### config.mk
export PLATFORM = sky130hd
export DESIGN_NAME = clk_oe_ctrl
export DESIGN_NICKNAME = d
export VERILOG_FILES = /design/src/rtl/clk_oe_pkg.sv /design/src/rtl/oe_sync_bank.sv /design/src/rtl/oe_power_fsm.sv /design/src/rtl/oe_pair_gate.sv /design/src/rtl/clk_oe_ctrl.sv
export SDC_FILE = /design/constraint.sdc
export NUM_CORES = 1
export LEC_CHECK = 0
export BUFFER_PORTS_ARGS = -buffer_cell sky130_fd_sc_hd__buf_2
export CAP_MARGIN = 0
export CORE_MARGIN = 1.5
export CORE_UTILIZATION = 35
export CTS_CLUSTER_SIZE = 8
export DETAILED_ROUTE_END_ITERATION = 12
export PLACE_DENSITY = 0.67
export REMOVE_ABC_BUFFERS = 1
export SLEW_MARGIN = 40
export SYNTH_ARGS = -nofsm -noshare
export SYNTH_HDL_FRONTEND = slang
export SYNTH_SLANG_ARGS = --single-unit
### constraint.sdc
create_clock -name clk -period 3.2 [get_ports clk]
set_clock_uncertainty 0.1 [all_clocks]
set_input_delay 0.64 -clock clk [delete_from_list [all_inputs] [get_ports clk]]
set_output_delay 0.64 -clock clk [all_outputs]
set_load 0.02 [all_outputs]
### src/rtl/clk_oe_pkg.sv
package clk_oe_pkg;

    localparam int NUM_PAIRS = 19;
    localparam int NUM_PINS  = 14;
    localparam int LO_GRP_LAST  = 4;
    localparam int IND_LAST     = 15;
    localparam int HI_GRP_LAST  = 17;

    typedef enum logic {
        ST_OFF = 1'b0,
        ST_ON  = 1'b1
    } pwr_state_t;

    // Index of the enable pin (in the status vector) governing a pair
    function automatic int pin_of_pair(input int pair);
        if (pair <= LO_GRP_LAST)      return 0;
        else if (pair <= IND_LAST)    return pair - LO_GRP_LAST;
        else if (pair <= HI_GRP_LAST) return IND_LAST - LO_GRP_LAST + 1;
        else                          return IND_LAST - LO_GRP_LAST + 2;
    endfunction

endpackage

### src/rtl/oe_sync_bank.sv
module oe_sync_bank #(
    parameter int WIDTH  = 17,
    parameter int STAGES = 2
) (
    input  logic             clk,
    input  logic             rst_n,
    input  logic [WIDTH-1:0] d,
    output logic [WIDTH-1:0] q
);
    logic [STAGES-1:0][WIDTH-1:0] stage_q;

    always_ff @(posedge clk or negedge rst_n) begin
        if (!rst_n) begin
            for (int k = 0; k < STAGES; k++) stage_q[k] <= '1;
        end else begin
            stage_q[0] <= d;
            for (int k = 1; k < STAGES; k++) stage_q[k] <= stage_q[k-1];
        end
    end

    assign q = stage_q[STAGES-1];
endmodule

### src/rtl/oe_power_fsm.sv
module oe_power_fsm
    import clk_oe_pkg::*;
(
    input  logic       clk,
    input  logic       rst_n,
    input  logic       pdn_n_s,
    output pwr_state_t state
);
    pwr_state_t state_nx;

    always_ff @(posedge clk or negedge rst_n) begin
        if (!rst_n) state <= ST_OFF;
        else        state <= state_nx;
    end

    always_comb begin
        state_nx = state;
        unique case (state)
            ST_OFF: if (pdn_n_s)  state_nx = ST_ON;   // WAKE
            ST_ON:  if (!pdn_n_s) state_nx = ST_OFF;  // SLEEP
            default: state_nx = ST_OFF;
        endcase
    end


    property sleep_follows_pin;
        @(posedge clk) disable iff (!rst_n) !pdn_n_s |=> (state == ST_OFF);
    endproperty
    sleep_entry_chk: assert property (sleep_follows_pin);
endmodule

### src/rtl/oe_pair_gate.sv
module oe_pair_gate
    import clk_oe_pkg::*;
(
    input  logic                 run,
    input  logic [NUM_PINS-1:0]  pin_s,
    input  logic [NUM_PAIRS-1:0] pair_en,
    output logic [NUM_PAIRS-1:0] drv_p,
    output logic [NUM_PAIRS-1:0] drv_n
);
    for (genvar i = 0; i < NUM_PAIRS; i++) begin : g_pair
        localparam int PIN = pin_of_pair(i);
        logic gate;
        assign gate     = run & ~pin_s[PIN] & pair_en[i];
        assign drv_p[i] = gate;
        assign drv_n[i] = gate;
    end
endmodule

### src/rtl/clk_oe_ctrl.sv
module clk_oe_ctrl
    import clk_oe_pkg::*;
#(
    parameter int SYNC_STAGES = 2
) (
    input  logic                 clk,
    input  logic                 rst_n,
    input  logic                 oe_grp_lo_n,
    input  logic [10:0]          oe_ind_n,
    input  logic                 oe_grp_hi_n,
    input  logic                 oe_last_n,
    input  logic                 pwrdn_n,
    input  logic                 bw_pin_n,
    input  logic                 byp_pin_n,
    input  logic                 cfg_we,
    input  logic [18:0]          cfg_pair_en,
    input  logic                 cfg_pll_sel_d,
    input  logic                 cfg_lowbw_d,
    input  logic                 cfg_main_1to1_d,
    input  logic                 cfg_last_1to1_d,
    output logic [18:0]          drv_p,
    output logic [18:0]          drv_n,
    output logic                 pll_bypass,
    output logic                 hi_bw,
    output logic                 pll_on,
    output logic                 main_1to1,
    output logic                 last_1to1,
    output logic [13:0]          pin_status
);
    localparam int SYNC_W = NUM_PINS + 3;

    logic [NUM_PAIRS-1:0] en_q;
    logic                 pll_sel_q, lowbw_q;
    logic [SYNC_W-1:0]    sync_d, sync_q;
    logic [NUM_PINS-1:0]  pin_s;
    logic                 pdn_s, bw_s, byp_s, run;
    pwr_state_t           pstate;

    // configuration register bits
    always_ff @(posedge clk or negedge rst_n) begin
        if (!rst_n) begin
            en_q      <= '1;
            pll_sel_q <= 1'b1;
            lowbw_q   <= 1'b1;
            main_1to1 <= 1'b1;
            last_1to1 <= 1'b1;
        end else if (cfg_we) begin
            en_q      <= cfg_pair_en;
            pll_sel_q <= cfg_pll_sel_d;
            lowbw_q   <= cfg_lowbw_d;
            main_1to1 <= cfg_main_1to1_d;
            last_1to1 <= cfg_last_1to1_d;
        end
    end

    assign sync_d = {byp_pin_n, bw_pin_n, pwrdn_n,
                     oe_last_n, oe_grp_hi_n, oe_ind_n, oe_grp_lo_n};

    oe_sync_bank #(.WIDTH(SYNC_W), .STAGES(SYNC_STAGES)) u_sync (
        .clk   (clk),
        .rst_n (rst_n),
        .d     (sync_d),
        .q     (sync_q)
    );

    assign pin_s = sync_q[NUM_PINS-1:0];
    assign pdn_s = sync_q[NUM_PINS];
    assign bw_s  = sync_q[NUM_PINS+1];
    assign byp_s = sync_q[NUM_PINS+2];

    oe_power_fsm u_fsm (
        .clk     (clk),
        .rst_n   (rst_n),
        .pdn_n_s (pdn_s),
        .state   (pstate)
    );

    assign run    = (pstate == ST_ON);
    assign pll_on = run;

    oe_pair_gate u_gate (
        .run     (run),
        .pin_s   (pin_s),
        .pair_en (en_q),
        .drv_p   (drv_p),
        .drv_n   (drv_n)
    );

    assign pll_bypass = ~byp_s | ~pll_sel_q;
    assign hi_bw      = ~bw_s  | ~lowbw_q;
    assign pin_status = pin_s;


    off_tristate_chk: assert property (@(posedge clk) disable iff (!rst_n)
        !pll_on |-> (drv_p == '0 && drv_n == '0));

    legs_equal_chk: assert property (@(posedge clk) disable iff (!rst_n)
        drv_p == drv_n);

    grp_lo_pin_chk: assert property (@(posedge clk) disable iff (!rst_n)
        pin_status[0] |-> (drv_p[4:0] == '0));

    grp_hi_pin_chk: assert property (@(posedge clk) disable iff (!rst_n)
        pin_status[12] |-> (drv_p[17:16] == '0));

    last_pin_chk: assert property (@(posedge clk) disable iff (!rst_n)
        pin_status[13] |-> !drv_p[18]);

    cfg_hold_chk: assert property (@(posedge clk) disable iff (!rst_n)
        !cfg_we |=> ($stable(main_1to1) && $stable(last_1to1)));
endmodule

After elaboration in Yosys (flattened, before gate mapping)
Cells that the tools add are included.
{"block": "word_totals", "reg_bits": 58, "elab_cells": 62}
{"block": "classes", "n_mux": 1, "bitwise": 53}
{"cell": "1-bit bitwise AND", "n": 33}
{"cell": "1-bit NOT", "n": 18}
{"cell": "1-bit bitwise OR", "n": 2}
{"cell": "1-bit two-way mux", "n": 1}

Logic depth before layout (Yosys ltp)
{"block": "logic_depth", "ltp_word": 3, "ltp_mapped": 3}

By module
Synthesis repeated with hierarchy kept, for this count alone.
{"block": "unflattened", "cells_unflattened": 160, "area_unflattened_um2": 2413.6}
{"mod": "oe_sync_bank", "n_inst": 1, "cells_each": 51, "area_each_um2": 1021.0, "seq_area_each_um2": 893.4}
{"mod": "clk_oe_ctrl", "n_inst": 1, "cells_each": 50, "area_each_um2": 893.4, "seq_area_each_um2": 604.3}
{"mod": "oe_pair_gate", "n_inst": 1, "cells_each": 58, "area_each_um2": 474.2, "seq_area_each_um2": 0.0}
{"mod": "oe_power_fsm", "n_inst": 1, "cells_each": 1, "area_each_um2": 25.0, "seq_area_each_um2": 25.0}

Worst setup path after synthesis
No wires, ideal clock.
{"block": "synth_path", "path_kind": "register to output", "from": "register u_fsm.state", "to": "output drv_n[0]", "arrival_ns": 1.045, "setup_slack_ns": 1.415, "path_stages_with_launch": 4, "path_buffers": 2, "cell_sequence": "dfrtp_1 > clkbuf_2 > and3b_1 > buf_4"}
{"block": "synth_between", "elab_chain_cells": 2}
{"item": "start: declaration", "line": "oe_power_fsm.sv:7", "text": "output pwr_state_t state"}
{"item": "start signal: assignment", "line": "oe_power_fsm.sv:13", "text": "else state <= state_nx;"}
{"item": "1-bit bitwise AND (2 in series)", "line": "oe_pair_gate.sv:13", "text": "assign gate = run & ~pin_s[PIN] & pair_en[i];"}
{"item": "end: declaration", "line": "clk_oe_ctrl.sv:22", "text": "output logic [18:0] drv_n,"}
Every way passes these cells.

Final worst setup path
{"block": "layout_path", "from": "register u_fsm.state", "to": "output drv_n[14]"}
Same word-level chain as after synthesis.

==> metrics.yaml <==
outcome: "finished, violations left"
violations: "DRC"
p_seq_share_pct: 51.0
post-route-period-util_pct: 71.05
drt_iter0_markers: 43
drc: 4
syn_avg_cell_area_um2: 15.12
clk_latency_ns: 0.32
yosysTopAreaCellShare_pct: 63.10
layout.area.seq_um2: 1523
viasPerCell: 4.224
final_nets: 256
yosys_warnings: 0
vias: 1246
numCtsBuffers: 9
min_period_ns: 2.274
peakVddDrop_v: 0.0002926
avgRoutedWirePerCell_um: 13.90
grt-ovfl-total: 0
grt_pass1_wl_um: 6596
port_buffers: 99
finalSetupViolations: 0
clock_path_buffers: 2
ys_ff_latch: 58
fillers: 607
endpoint_kind: "primary output"
r2r_cells: 1
maxSlewHeadroom_pct: 57.47
synthCells: 157
core_um2: 6459
synth.largest_area_cell: "dfstp_2"
wl_um: 4100
leakagePower_uw: 0.001382
worst_ep_required_time_ns: 2.46
syn2layout_area_growth_pct: 16.08
rows: 29
multiInputGateArea_um2: 432.9
synth_top_family_by_area: "buffers and inverters"
finalPower_uw: 1668
place_inst: 279
rsz0062_at_grt: "false"
path_max_fanout: 20
synthMuxAreaShare_pct: 10.91
synth_fa_ha_area_share_pct: 0
synth-xor-area-share_pct: 0
grt_pass1_vias: 1319
ys_seq_area_share_pct: 64.15
drv_slew: 0
cp_data_arrival_time_ns: 1.53
antennaDiodeCount: 0
place_congestion: 0.6416
drtPass1Iterations: 7
p_per_area_nw_per_um2: 605.5
fmax_mhz: 439.8
hold_viol: 0
slowest_stage: "dfrtp_1"
pwr-share-comb_pct: 11.0
post_cts.resized_instances: 0
die_y_um: 85.35
layoutNonFillerInstCount: 295
maxCapViolCount: 0
critical_path.top_delay_family: "flip-flops"
ys_types: 8
p_switching_uw: 409.3
tightest_slew_ns: 0.6379
start_kind: "register"
crit_cells: 2
clkSinkCount: 58
swShare_pct: 24.54
initial_utilization_pct: 36.75
fin_area_um2: 2755
cp.buffers_inverters: 1
grt_start_max_net_pins: 36
cts_setup_buffers: 0
clockPowerShare_pct: 38.0
htreeDepth: 3
crit_type: "reg -> out"
drive_gt1_share_pct: 89.45
crit_path_cell_trace: "and3b_1, buf_2"
hold_buffers: 0
setup_tns_ns: 0
p_int_uw: 1259
die_w_um: 85.35
cts_root_buf: "clkbuf_8"
cpPeakStageDelay_ns: 0.75
antenna_found_initial: 0
dp.final_hpwl_um: 2708
dpl-instance-area_um2: 2567
synth-simple-area-share_pct: 7.327
synth_compound_area_share_pct: 0
grt_use_total_pct: 12.48
clk_pin_slew_ns: 0.07
synth_area_leaders: "dfstp_2, buf_4, mux2_2, and3b_1, dfrtp_1"
whs_ns: 0.1665
die_area_um2: 7285
syn-cell-area_um2: 2374
cts_tree: "built"
ios: 100
hp-class: "in -> async"
ant_nets: 0
stage by stage:
step	util, %	setup slack (ns)
global placement	39.75	1.278
floorplan	-	1.390
detailed placement	39.75	1.275
CTS	42.62	0.8924
global route	42.66	0.8151
finish	42.66	0.9264
cell type report:
| type | instances | share of cell area, % |
|---|---|---|
| clock inverters | 6 | 2.089 |
| flip-flops and latches | 58 | 55.27 |
| multi-input cells | 44 | 15.71 |
| repair buffers | 100 | 18.80 |
| well taps | 77 | 3.497 |
| clock buffers | 10 | 4.632 |
flip-flops by register name, summed over array words and instances (netlist names):
| signal | flops |
|---|---|
| u_sync.stage_q | 17 |
| u_sync.q | 17 |
| main_1to1 | 1 |
| last_1to1 | 1 |
| u_fsm.state | 1 |
| en_q | 19 |
| lowbw_q | 1 |
| pll_sel_q | 1 |
path summary, 6_finish.rpt:
path                                    from                 to  slack, ns
setup / recovery                 u_fsm.state          drv_n[14]       0.93
setup reg to reg                     en_q[7]            en_q[7]       2.37
min in group clk           u_sync.stage_q[2]        u_sync.q[2]       0.25
max in group asynchronous              rst_n  u_sync.stage_q[3]       2.27
hold reg to reg            u_sync.stage_q[2]        u_sync.q[2]       0.25
hold / removal                         rst_n        u_fsm.state       0.17
cells by family after synthesis:
| group | count (synthesis) |
|---|---|
| buf+inv | 55 |
| flops | 58 |
| mux | 23 |
| simple gates | 21 |
cell usage in the layout, fill, tap and decap left out:
cell type    n
buf_2       98
buf_12       1
and3b_1     19
nand2_1      2
mux2_2      23
bufinv_16    1
buf_4        1
clkbuf_1     1
clkbuf_8     9
dfrtp_1      1
clkinvlp_4   1
dfstp_2     57
clkinv_2     4
routing by layer:
layer | part of all wire, % | routed length, um | vias up | global-route usage, %
li1 | - | - | 576 | -
met1 | 44 | 1784 | 592 | 15.63
met2 | 47 | 1907 | 70 | 18.54
met3 | 8.0 | 330 | 8 | 3.599
met4 | 1.9 | 77 | 0 | 8.798
met5 | 0 | 0 | - | 0
cells in the mapped netlist:
cell and count:
and3b_1 19, buf_4 52, buf_6 2, clkbuf_2 1
dfrtp_1 1, dfstp_2 57, mux2_2 23, nand2_1 2
power groups by stage:
stage,registers (uW),clock network (uW),logic [uW]
after floorplan,868,0,81.6
after global placement,858,0,183
after detailed placement,861,0,186
after CTS,852,666,186
after global routing,859,702,198
final,850,634,183
No activity file was read; power rests on OpenSTA's default activity.
